===== src/rtl/cwm_pkg.sv =====
// Package: shared widths and status bit positions for the clock window monitor.
// Assumes: the status layout is fixed at six bits; hardware sources occupy bits 0..3.
package cwm_pkg;
    localparam int ST_W   = 6;
    localparam int B_SLOW = 0;
    localparam int B_FAST = 1;
    localparam int B_EXT  = 2;
    localparam int B_ANY  = 3;
    typedef logic [ST_W-1:0] status_t;
endpackage


===== src/rtl/cwm_sync.sv =====
// Module: multi-flop synchronizer carrying an asynchronous level into clk.
// Assumes: the input changes slower than half the clk rate, so no edges are lost.
module cwm_sync #(
    parameter int STAGES = 2
) (
    input  logic clk,
    input  logic rst_n,
    input  logic d,
    output logic q
);
    logic [STAGES-1:0] chain;

    // Shift the asynchronous level through the flop chain.
    always_ff @(posedge clk) begin
        if (!rst_n) chain <= '0;
        else        chain <= {chain[STAGES-2:0], d};
    end

    assign q = chain[STAGES-1];
endmodule


===== src/rtl/cwm_prescale.sv =====
// Module: detects rising edges of the synchronized input and emits one tick
// every div edges (div of 0 or 1 means every edge).
// Assumes: restart puts the edge counter back to zero without losing edge history.
module cwm_prescale #(
    parameter int W = 16
) (
    input  logic         clk,
    input  logic         rst_n,
    input  logic         restart,
    input  logic         lvl,
    input  logic [W-1:0] div,
    output logic         tick
);
    logic         lvl_q;
    logic         rise;
    logic [W-1:0] edges;
    logic [W-1:0] last;

    assign rise = lvl & ~lvl_q;
    assign last = (div <= W'(1)) ? '0 : div - 1'b1;
    assign tick = rise && (edges >= last) && !restart;

    // Remember the previous level for edge detection.
    always_ff @(posedge clk) begin
        if (!rst_n) lvl_q <= 1'b0;
        else        lvl_q <= lvl;
    end

    // Count rising edges, wrapping at the divisor.
    always_ff @(posedge clk) begin
        if (!rst_n || restart) edges <= '0;
        else if (rise)         edges <= (edges >= last) ? '0 : edges + 1'b1;
    end
endmodule


===== src/rtl/cwm_interval.sv =====
// Module: counts clk cycles between prescaled ticks and judges them against
// the window. Too-slow is a level raised while the running count exceeds max;
// too-fast is a pulse on a tick whose interval is below min.
// Assumes: the first tick after restart only arms the comparison.
module cwm_interval #(
    parameter int W = 16
) (
    input  logic         clk,
    input  logic         rst_n,
    input  logic         restart,
    input  logic         tick,
    input  logic [W-1:0] min_lim,
    input  logic [W-1:0] max_lim,
    output logic         slow_evt,
    output logic         fast_evt
);
    logic [W-1:0] cnt;
    logic         armed;

    // Saturating interval counter; a tick starts a new interval at one.
    always_ff @(posedge clk) begin
        if (!rst_n || restart) cnt <= '0;
        else if (tick)         cnt <= W'(1);
        else if (cnt != '1)    cnt <= cnt + 1'b1;
    end

    // Arm the low-limit comparison once a full interval has begun.
    always_ff @(posedge clk) begin
        if (!rst_n || restart) armed <= 1'b0;
        else if (tick)         armed <= 1'b1;
    end

    assign slow_evt = (cnt > max_lim);
    assign fast_evt = tick && armed && (cnt < min_lim);
endmodule


===== src/rtl/cwm_status.sv =====
// Module: sticky status register with write-one-to-clear and manual set.
// Assumes: hardware and manual sets take priority over a same-cycle clear.
module cwm_status
    import cwm_pkg::*;
(
    input  logic    clk,
    input  logic    rst_n,
    input  status_t hw_set,
    input  logic    clr_we,
    input  status_t clr_data,
    input  logic    set_we,
    input  status_t set_data,
    output status_t status
);
    status_t clr_mask;
    status_t man_mask;

    assign clr_mask = clr_we ? clr_data : '0;
    assign man_mask = set_we ? set_data : '0;

    // Update sticky bits: clear first, then OR in new events.
    always_ff @(posedge clk) begin
        if (!rst_n) status <= '0;
        else        status <= (status & ~clr_mask) | hw_set | man_mask;
    end
endmodule


===== src/rtl/clk_window_mon.sv =====
// Module: top of the clock frequency window monitor. Synchronizes the
// monitored clock and the external loss input, prescales, measures, and
// folds events into the sticky status with interrupt and loss outputs.
// Assumes: mon_clk is slower than half of clk; configuration is quasi-static.
module clk_window_mon
    import cwm_pkg::*;
#(
    parameter int CNT_W       = 16,
    parameter int SYNC_STAGES = 2
) (
    input  logic             clk,
    input  logic             rst_n,
    input  logic             mon_clk,
    input  logic [CNT_W-1:0] div_cfg,
    input  logic [CNT_W-1:0] min_cfg,
    input  logic [CNT_W-1:0] max_cfg,
    input  logic             ext_loss_in,
    input  logic             ext_loss_pol,
    input  logic             loss_pol,
    input  logic [ST_W-1:0]  irq_en,
    input  logic             clr_we,
    input  logic [ST_W-1:0]  clr_data,
    input  logic             set_we,
    input  logic [ST_W-1:0]  set_data,
    output logic [ST_W-1:0]  status,
    output logic             irq,
    output logic             loss_out
);
    localparam int CFG_W = 3 * CNT_W;

    logic             mon_lvl;
    logic             ext_lvl;
    logic             ext_act;
    logic             restart;
    logic             tick;
    logic             slow_evt;
    logic             fast_evt;
    logic             loss_any;
    logic [CFG_W-1:0] cfg_now;
    logic [CFG_W-1:0] cfg_q;
    status_t          hw_set;

    cwm_sync #(.STAGES(SYNC_STAGES)) u_mon_sync (
        .clk(clk), .rst_n(rst_n), .d(mon_clk), .q(mon_lvl)
    );

    cwm_sync #(.STAGES(SYNC_STAGES)) u_ext_sync (
        .clk(clk), .rst_n(rst_n), .d(ext_loss_in), .q(ext_lvl)
    );

    assign cfg_now = {div_cfg, min_cfg, max_cfg};
    assign restart = (cfg_now != cfg_q);

    // Track the configuration so any change restarts the measurement.
    always_ff @(posedge clk) begin
        if (!rst_n) cfg_q <= '0;
        else        cfg_q <= cfg_now;
    end

    cwm_prescale #(.W(CNT_W)) u_pre (
        .clk(clk), .rst_n(rst_n), .restart(restart),
        .lvl(mon_lvl), .div(div_cfg), .tick(tick)
    );

    cwm_interval #(.W(CNT_W)) u_meas (
        .clk(clk), .rst_n(rst_n), .restart(restart), .tick(tick),
        .min_lim(min_cfg), .max_lim(max_cfg),
        .slow_evt(slow_evt), .fast_evt(fast_evt)
    );

    assign ext_act = ext_loss_pol ? ext_lvl : ~ext_lvl;

    // Map hardware events onto their status bit positions.
    always_comb begin
        hw_set         = '0;
        hw_set[B_SLOW] = slow_evt;
        hw_set[B_FAST] = fast_evt;
        hw_set[B_EXT]  = ext_act;
        hw_set[B_ANY]  = slow_evt | fast_evt | ext_act;
    end

    cwm_status u_stat (
        .clk(clk), .rst_n(rst_n), .hw_set(hw_set),
        .clr_we(clr_we), .clr_data(clr_data),
        .set_we(set_we), .set_data(set_data), .status(status)
    );

    assign loss_any = |status[B_EXT:B_SLOW];
    assign loss_out = loss_pol ? loss_any : ~loss_any;
    assign irq      = |(status & irq_en);
endmodule


===== config.mk =====
export PLATFORM = sky130hd
export DESIGN_NAME = clk_window_mon
export DESIGN_NICKNAME = d
export VERILOG_FILES = /design/src/rtl/cwm_pkg.sv /design/src/rtl/cwm_sync.sv /design/src/rtl/cwm_prescale.sv /design/src/rtl/cwm_interval.sv /design/src/rtl/cwm_status.sv /design/src/rtl/clk_window_mon.sv
export SDC_FILE = /design/constraint.sdc
export NUM_CORES = 1
export LEC_CHECK = 0
export BUFFER_PORTS_ARGS = -buffer_cell sky130_fd_sc_hd__buf_2
export CAP_MARGIN = 20
export CORE_MARGIN = 2
export CORE_UTILIZATION = 57
export CTS_CLUSTER_SIZE = 8
export DETAILED_ROUTE_END_ITERATION = 7
export PLACE_DENSITY = 0.8
export SYNTH_ARGS = -nofsm -noshare
export SYNTH_HDL_FRONTEND = slang
export SYNTH_SLANG_ARGS = --single-unit

===== constraint.sdc =====
create_clock -name clk -period 5.15 [get_ports clk]
set_clock_uncertainty 0.15 [all_clocks]
set_input_delay 0.7725 -clock clk [delete_from_list [all_inputs] [get_ports clk]]
set_output_delay 0.7725 -clock clk [all_outputs]
set_load 0.05 [all_outputs]

==> results of run 1 <==
-- metal layers --
metal / GRT usage [%] / wire (µm)
met3: 4.60 / 622
met4: 7.90 / 227
met1: 31.3 / 5380
met5: 0 / 0
met2: 43.4 / 5940
-- final timing paths --
kind,startpoint,endpoint,slack [ns],depth (start not counted)
max,div_cfg[11],u_meas.cnt[2],1.09,13
min,u_mon_sync.chain[0],u_mon_sync.chain[1],0.29,1
min reg2reg,u_mon_sync.chain[0],u_mon_sync.chain[1],0.29,1
max reg2reg,u_pre.edges[0],u_meas.cnt[2],2.40,8
-- report_power, final --
group | leakage (µW) | total (µW) | internal (µW) | switching (µW)
clock network | 0.0000958 | 480 | 198 | 282
logic | 0.00188 | 192 | 79.6 | 113
registers | 0.000757 | 748 | 736 | 11.9
total | 0.00273 | 1420 | 1010 | 406
-- worst register-to-register path: stages (launching register included) --
cell,delay (ns)
sky130_fd_sc_hd__dfxtp_1,0.43
sky130_fd_sc_hd__inv_1,0.07
sky130_fd_sc_hd__ha_1,0.29
sky130_fd_sc_hd__nand2b_4,0.15
sky130_fd_sc_hd__a2111oi_4,0.33
sky130_fd_sc_hd__nor4b_1,0.09
sky130_fd_sc_hd__o41a_1,0.46
sky130_fd_sc_hd__nand2b_4,0.42
sky130_fd_sc_hd__nor3_1,0.29
-- state kept, by name, indices dropped and copies added (netlist names) --
register,count
u_meas.cnt,16
u_ext_sync.chain,2
u_stat.status,6
u_mon_sync.chain,2
u_pre.edges,16
u_pre.lvl_q,1
cfg_q,48
u_meas.armed,1
-- per-stage QoR --
| step | hold WS, ns | total power (µW) |
|---|---|---|
| after floorplan | 0.262 | 879 |
| after global placement | 0.273 | 949 |
| after detailed placement | 0.274 | 956 |
| after CTS | 0.298 | 1430 |
| after global routing | 0.309 | 1480 |
| final | 0.295 | 1420 |
-- cell families (layout without fill, tap and decap cells) --
kind of cell,Yosys count,after routing
AO/OA/AOI/OAI,54,54
AND/OR/NAND/NOR,244,244
XOR/XNOR,89,89
flip-flops,92,92
adder cells (fa/ha/maj),51,51
multiplexers,4,4
buffers and inverters,50,134
-- layout by cell type, fill, tap and decap left out, types with 4 or more instances in the layout --
cell / count
sky130_fd_sc_hd__ha_1: 51
sky130_fd_sc_hd__and3_1: 7
sky130_fd_sc_hd__nand2_1: 51
sky130_fd_sc_hd__mux2i_1: 4
sky130_fd_sc_hd__clkbuf_8: 10
sky130_fd_sc_hd__nor2_1: 35
sky130_fd_sc_hd__and4_1: 4
sky130_fd_sc_hd__a22oi_1: 6
sky130_fd_sc_hd__nor3_1: 13
sky130_fd_sc_hd__a21oi_1: 16
sky130_fd_sc_hd__nor2b_1: 7
sky130_fd_sc_hd__nand2b_1: 5
sky130_fd_sc_hd__xor2_1: 76
sky130_fd_sc_hd__dfxtp_1: 92
sky130_fd_sc_hd__inv_1: 36
sky130_fd_sc_hd__and2_1: 56
sky130_fd_sc_hd__o21ai_0: 10
sky130_fd_sc_hd__nand3_1: 18
sky130_fd_sc_hd__xnor2_1: 13
sky130_fd_sc_hd__nor4_1: 16
sky130_fd_sc_hd__buf_2: 81
sky130_fd_sc_hd__nor2_4: 10
sky130_fd_sc_hd__nand4_1: 13
-- cell type report --
type	count	area share (%)
Clock buffer	10	2.32
Clock inverter	6	0.908
Inverter	36	2.28
Multi-Input combinational cell	442	54.1
Sequential cell	92	31.1
Tap cell	111	2.34
Timing Repair Buffer	82	6.96
==> results.py, run 1 <==
metrics = {
    "global_route": {
        "vias_in_the_first_global_route": 4047,
        "grt_start_max_net_pins": 61,
        "grt_antenna_before_repair": 0,
        "globalRouteOverflowTotal": 0,
        "grt_util_all_layers_pct": 24.9,
        "grt_first_pass_wirelength_um": 19400,
    },
    "logic_synthesis": {
        "fraction_of_the_mapped_netlist_area_in_simple_logic_gates_pct": 26.1,
        "synth_top_area_share_pct": 34.9,
        "postSynthAreaPerCell_um2": 9.02,
        "ys.flop_type": "sky130_fd_sc_hd__dfxtp_1",
        "synth-compound-area-share_pct": 7.15,
        "synth.lib_cells_used.distinct": 43,
        "async_flop_share_pct": 0,
        "synthAdderAreaFrac_pct": 12.1,
        "synthMuxAreaShare_pct": 0.760,
        "synth-seq-area-share_pct": 34.9,
        "synth_xor_xnor_area_share_pct": 14.8,
        "synth_fp_nets": 709,
        "yosysWarningCount": 0,
        "syn_inst": 584,
        "synth_top_family_by_area": "simple AND/OR/NAND/NOR gates",
        "post_synth_edffs": 0,
        "netlist_top_cells_count": "sky130_fd_sc_hd__dfxtp_1, sky130_fd_sc_hd__xor2_1, sky130_fd_sc_hd__and2_1",
        "biggest_area_contributors_in_the_synthesized_netlist": "sky130_fd_sc_hd__dfxtp_1, sky130_fd_sc_hd__xor2_1, sky130_fd_sc_hd__ha_1, sky130_fd_sc_hd__and2_1, sky130_fd_sc_hd__nand2_1",
        "yosys.area.top_type": "sky130_fd_sc_hd__dfxtp_1",
        "yosys_register_bits": 92,
        "synth.cell_area_mm2": 0.00527,
        "synth.most_common_cell": "sky130_fd_sc_hd__dfxtp_1",
    },
    "clock_tree": {
        "hold_buffers": 0,
        "cts_sinks": 92,
        "postCtsResizedCells": 0,
        "cts_max_path_buffers": 2,
        "cts_made_buffers": 9,
        "htreeDepth": 3,
        "post-cts-setup-buffer-count": 0,
        "root_buffer": "sky130_fd_sc_hd__clkbuf_8",
        "tritoncts": "built",
        "worst_skew_pair.late_latency_ns": 0.38,
        "worst_setup_hold_path_clk_slew_ns": 0.10,
    },
    "sta": {
        "maxSlewHeadroom_pct": 43.2,
        "setup_ws_ns": 1.09,
        "maxSlewViolCount": 0,
        "fin_setup_tns_ns": 0,
        "min_period_over_period_pct": 78.8,
        "final.min_clock_period_ns": 4.06,
        "finalSetupViolations": 0,
        "grt_setup_unrepaired": "false",
        "final_hold_viol_count": 0,
        "peak_clock_frequency_supported_by_timing_mhz": 246,
        "tightest_slew_ns": 0.851,
    },
    "worst_setup_path": {
        "start_kind": "input port",
        "critical_path_arrival_ns": 4.21,
        "critical_path.top_delay_family": "simple AND/OR/NAND/NOR gates",
        "timing.critical_path.to_type": "flip-flop",
        "crit_path_max_delay_cell_type": "sky130_fd_sc_hd__or4_1",
        "cp_data_required_time_ns": 5.30,
        "crit_path_cell_trace": "buf_2 > or4_1 > nor3_1 > o2111ai_1 > buf_4 > and2_1 > ha_1 > nand2b_4 > a2111oi_4 > nor4b_1 > o41a_1 > nand2b_4 > nor3_1",
        "critPathMaxFanout": 31,
        "timing_worst_setup_path_type": "in2reg",
        "critical-path-max-stage-delay_ns": 0.58,
        "timing.critical_path.buf_inv": 2,
    },
    "routing": {
        "detailedRoute.firstPassIterationCount": 5,
        "remaining_antenna_violation_count_after_routing": 0,
        "drt-vias-per-instance": 5.48,
        "drt_first_iter_violations": 135,
        "route.vias.total": 4268,
        "routed_wirelength_um": 12200,
        "wire_per_inst_um": 15.6,
        "drc": 0,
    },
    "cells_and_area": {
        "post_layout_nonfiller_instances": 779,
        "post-route-util_pct": 65.1,
        "fillerInstances": 771,
        "drive_gt1_share_pct": 17.2,
        "multi_input_area_mm2": 0.00321,
        "final_area_mm2": 0.00593,
        "synth_to_layout_area_growth_pct": 12.5,
        "antenna_cells_inserted": 0,
        "finalNetCount": 788,
        "seq_area_mm2": 0.00184,
    },
    "floorplan": {
        "core.rowCount": 35,
        "floorplan.io_pins": 82,
        "die_area_mm2": 0.0100,
        "die-height_um": 100,
        "floorplan.core_area_mm2": 0.00911,
        "start_util_pct": 57.9,
        "floorplan.die.width_um": 100,
    },
    "power_and_ir_drop": {
        "power_leakage_uw": 0.00273,
        "power.density_cell_area_mw_per_mm2": 240,
        "ir_drop_mv": 0.149,
    },
    "place": {
        "placed_cells": 763,
        "place_hpwl_um": 9550,
        "dp_slack_ns": 0.702,
        "finalWeightedCongestion": 0.899,
        "dpl-instance-area_mm2": 0.00574,
        "io_buffer_count": 81,
    },
    "flow_run": {
        "cap_violations": 0,
    },
    "hold_path": {
        "worst_hold_class": "reg2reg",
    },
    "outcome": {
        "status": "finished clean",
    },
}
No activity file was read; power rests on OpenSTA's default activity.
==> run 2: changes to the inputs <==
--- a/config.mk
+++ b/config.mk
@@ -5,13 +5,14 @@
 export SDC_FILE = /design/constraint.sdc
 export NUM_CORES = 1
 export LEC_CHECK = 0
+export ABC_AREA = 1
 export BUFFER_PORTS_ARGS = -buffer_cell sky130_fd_sc_hd__buf_2
 export CAP_MARGIN = 20
 export CORE_MARGIN = 2
-export CORE_UTILIZATION = 57
+export CORE_UTILIZATION = 59
 export CTS_CLUSTER_SIZE = 8
 export DETAILED_ROUTE_END_ITERATION = 7
-export PLACE_DENSITY = 0.8
+export PLACE_DENSITY = 0.81
 export SYNTH_ARGS = -nofsm -noshare
 export SYNTH_HDL_FRONTEND = slang
 export SYNTH_SLANG_ARGS = --single-unit
==> constraint.sdc (replaced) <==
create_clock -name clk -period 3.9 [get_ports clk]
set_clock_uncertainty 0.15 [all_clocks]
set_input_delay 0.585 -clock clk [delete_from_list [all_inputs] [get_ports clk]]
set_output_delay 0.585 -clock clk [all_outputs]
set_load 0.05 [all_outputs]
==> run 2 against run 1 <==
Final area increased by 15%; global-route usage increased by 2.0 points; utilization increased by 1.9 points; via count increased by 32%; critical endpoint is now u_meas.cnt[1].
==> results.py, run 2 <==
metrics = {
    "logic_synthesis": {
        "syn_inst": 910,
        "postSynthAreaPerCell_um2": 6.66,
        "synth_fp_nets": 1035,
        "synth.most_common_cell": "sky130_fd_sc_hd__nand2_1",
        "netlist_top_cells_count": "sky130_fd_sc_hd__nand2_1, sky130_fd_sc_hd__inv_1, sky130_fd_sc_hd__dfxtp_1",
        "yosys_register_bits": 92,
        "biggest_area_contributors_in_the_synthesized_netlist": "sky130_fd_sc_hd__dfxtp_1, sky130_fd_sc_hd__nand2_1, sky130_fd_sc_hd__ha_1, sky130_fd_sc_hd__inv_1, sky130_fd_sc_hd__nor2_1",
        "yosys.area.top_type": "sky130_fd_sc_hd__dfxtp_1",
        "synth.cell_area_mm2": 0.00606,
        "ys.flop_type": "sky130_fd_sc_hd__dfxtp_1",
        "async_flop_share_pct": 0,
        "synth.lib_cells_used.distinct": 38,
        "synth-seq-area-share_pct": 30.4,
        "yosysWarningCount": 0,
        "synth_top_area_share_pct": 30.4,
        "post_synth_edffs": 0,
    },
    "hold_path": {
        "holdPathStages": 3,
        "worst_hold_class": "in2reg",
    },
    "routing": {
        "drt-vias-per-instance": 4.98,
        "drt_first_iter_violations": 290,
        "detailedRoute.firstPassIterationCount": 5,
        "drc": 0,
        "wire_per_inst_um": 12.4,
        "route.vias.total": 5655,
        "routed_wirelength_um": 14100,
        "remaining_antenna_violation_count_after_routing": 0,
    },
    "sta": {
        "min_period_over_period_pct": 85.6,
        "finalSetupViolations": 0,
        "maxSlewViolCount": 0,
        "maxSlewHeadroom_pct": 60.0,
        "peak_clock_frequency_supported_by_timing_mhz": 300,
        "tightest_slew_ns": 0.601,
        "grt_setup_unrepaired": "false",
        "final.min_clock_period_ns": 3.34,
        "final_hold_viol_count": 0,
        "fin_setup_tns_ns": 0,
        "holdWs_ns": 0.218,
    },
    "place": {
        "place_hpwl_um": 11300,
        "finalWeightedCongestion": 0.980,
        "placed_cells": 1120,
        "dpl-instance-area_mm2": 0.00661,
        "io_buffer_count": 81,
    },
    "cells_and_area": {
        "most_common_cell_after_layout_fill_and_taps_aside": "sky130_fd_sc_hd__nand2_1",
        "drive_gt1_share_pct": 13.8,
        "synth_to_layout_area_growth_pct": 12.0,
        "largest_register_ffs": 48,
        "largestRegisters": "cfg_q (48), u_meas.cnt (16), u_pre.edges (16)",
        "antenna_cells_inserted": 0,
        "final_area_mm2": 0.00679,
        "layout.cells.most_common_list": "sky130_fd_sc_hd__nand2_1, sky130_fd_sc_hd__inv_1, sky130_fd_sc_hd__dfxtp_1",
        "fillerInstances": 947,
        "post_layout_nonfiller_instances": 1136,
        "largest_register": "cfg_q",
        "finalNetCount": 1120,
    },
    "clock_tree": {
        "htreeDepth": 3,
        "cts_made_buffers": 9,
        "hold_buffers": 0,
        "worst_skew_pair.late_latency_ns": 0.39,
        "postCtsResizedCells": 0,
        "cts_sinks": 92,
        "post-cts-setup-buffer-count": 0,
        "tritoncts": "built",
        "worst_setup_hold_path_clk_slew_ns": 0.10,
        "cts_max_path_buffers": 2,
        "root_buffer": "sky130_fd_sc_hd__clkbuf_8",
    },
    "worst_setup_path": {
        "worst_path_most_repeated_cell": "sky130_fd_sc_hd__nand2_1",
        "cp_data_required_time_ns": 4.01,
        "critical_path_arrival_ns": 3.45,
        "start_kind": "input port",
        "crit_path_max_delay_cell_type": "sky130_fd_sc_hd__nand2_4",
        "timing.critical_path.to_type": "flip-flop",
        "critical-path-max-stage-delay_ns": 0.40,
        "depth_of_the_worst_register_to_register_path": 11,
        "critPathMaxFanout": 21,
        "timing_worst_setup_path_type": "in2reg",
        "crit_path_cell_trace": "buf_2 > nor2_1 > nand2_1 > nor2_1 > nand4_1 > nor3_1 > nand3b_1 > xor2_1 > nand2_1 > ha_1 > nand2_1 > nor3_1 > nand2_1 > a21oi_2 > inv_1 > nand2_4 > a21oi_1",
    },
    "power_and_ir_drop": {
        "ir_drop_mv": 0.229,
        "power.switching_fraction_pct": 31.5,
        "combinationalPowerShare_pct": 16.6,
        "power_report.internal_total_uw": 1340,
        "total_switching_power_uw": 615,
        "power_leakage_uw": 0.00369,
        "p_clk_share_pct": 32.7,
        "reg_power_share_pct": 50.7,
        "power.density_cell_area_mw_per_mm2": 288,
    },
    "flow_run": {
        "cap_violations": 0,
    },
    "global_route": {
        "grt_start_max_net_pins": 55,
        "grt_first_pass_wirelength_um": 23800,
        "grt_antenna_before_repair": 0,
        "globalRouteOverflowTotal": 0,
        "vias_in_the_first_global_route": 5117,
        "grt_util_all_layers_pct": 26.9,
    },
    "floorplan": {
        "start_util_pct": 59.8,
        "floorplan.core_area_mm2": 0.0101,
        "core.rowCount": 37,
        "die-height_um": 105,
        "floorplan.die.width_um": 105,
        "floorplan.io_pins": 82,
        "die_area_mm2": 0.0111,
    },
    "outcome": {
        "status": "finished clean",
    },
}
[run 2: per-layer routing]
layer	wire length [µm]	up-vias	track usage (%)
met5	0	-	0
met4	356	0	10.6
met3	856	28	3.22
met2	6500	158	44.6
met1	6400	2518	35.7
li1	-	2951	-
[run 2: worst paths after layout]
path / start / to / slack [ns]
max: div_cfg[2] / u_meas.cnt[1] / 0.56
min: mon_clk / u_mon_sync.chain[0] / 0.22
max reg2reg: u_pre.edges[7] / u_meas.cnt[1] / 1.62
min reg2reg: u_ext_sync.chain[0] / u_ext_sync.chain[1] / 0.28
[run 2: cells by family after synthesis]
family | synth area share (%)
AND/OR/NAND/NOR | 32.9
buffers and inverters | 11.8
flip-flops | 30.4
AO/OA/AOI/OAI | 6.00
XOR/XNOR | 8.38
adder cells (fa/ha/maj) | 10.5
[run 2: cell type report]
cell class | count | area [µm²] | share of cell area, %
multi-input cells | 634 | 3510 | 51.6
inverters | 173 | 649 | 9.56
well taps | 136 | 170 | 2.50
clock buffers | 9 | 124 | 1.82
flip-flops and latches | 92 | 1840 | 27.1
clock inverters | 7 | 65.1 | 0.958
repair buffers | 85 | 435 | 6.41
[run 2: critical path: cells and delay by family]
family	cells	cell delay, ns
AND/OR/NAND/NOR	11	1.87
buffers and inverters	2	0.25
XOR/XNOR	1	0.15
adder cells (fa/ha/maj)	1	0.29
AO/OA/AOI/OAI	2	0.28
[run 2: power groups by stage]
stage,sequential [µW],clock (µW),combinational (µW)
after floorplan,1020,0,190
after global placement,1010,0,317
after detailed placement,1010,0,321
after CTS,991,660,323
after global routing,995,695,366
final,991,639,323
[run 2: per-stage QoR]
stage	utilization, %	setup slack, ns	total power (µW)
final	67.0	0.562	1950
after global routing	67.0	0.297	2060
after CTS	67.0	0.606	1970
after detailed placement	65.1	0.201	1330
after global placement	65.1	0.293	1330
after floorplan	-	0.683	1210
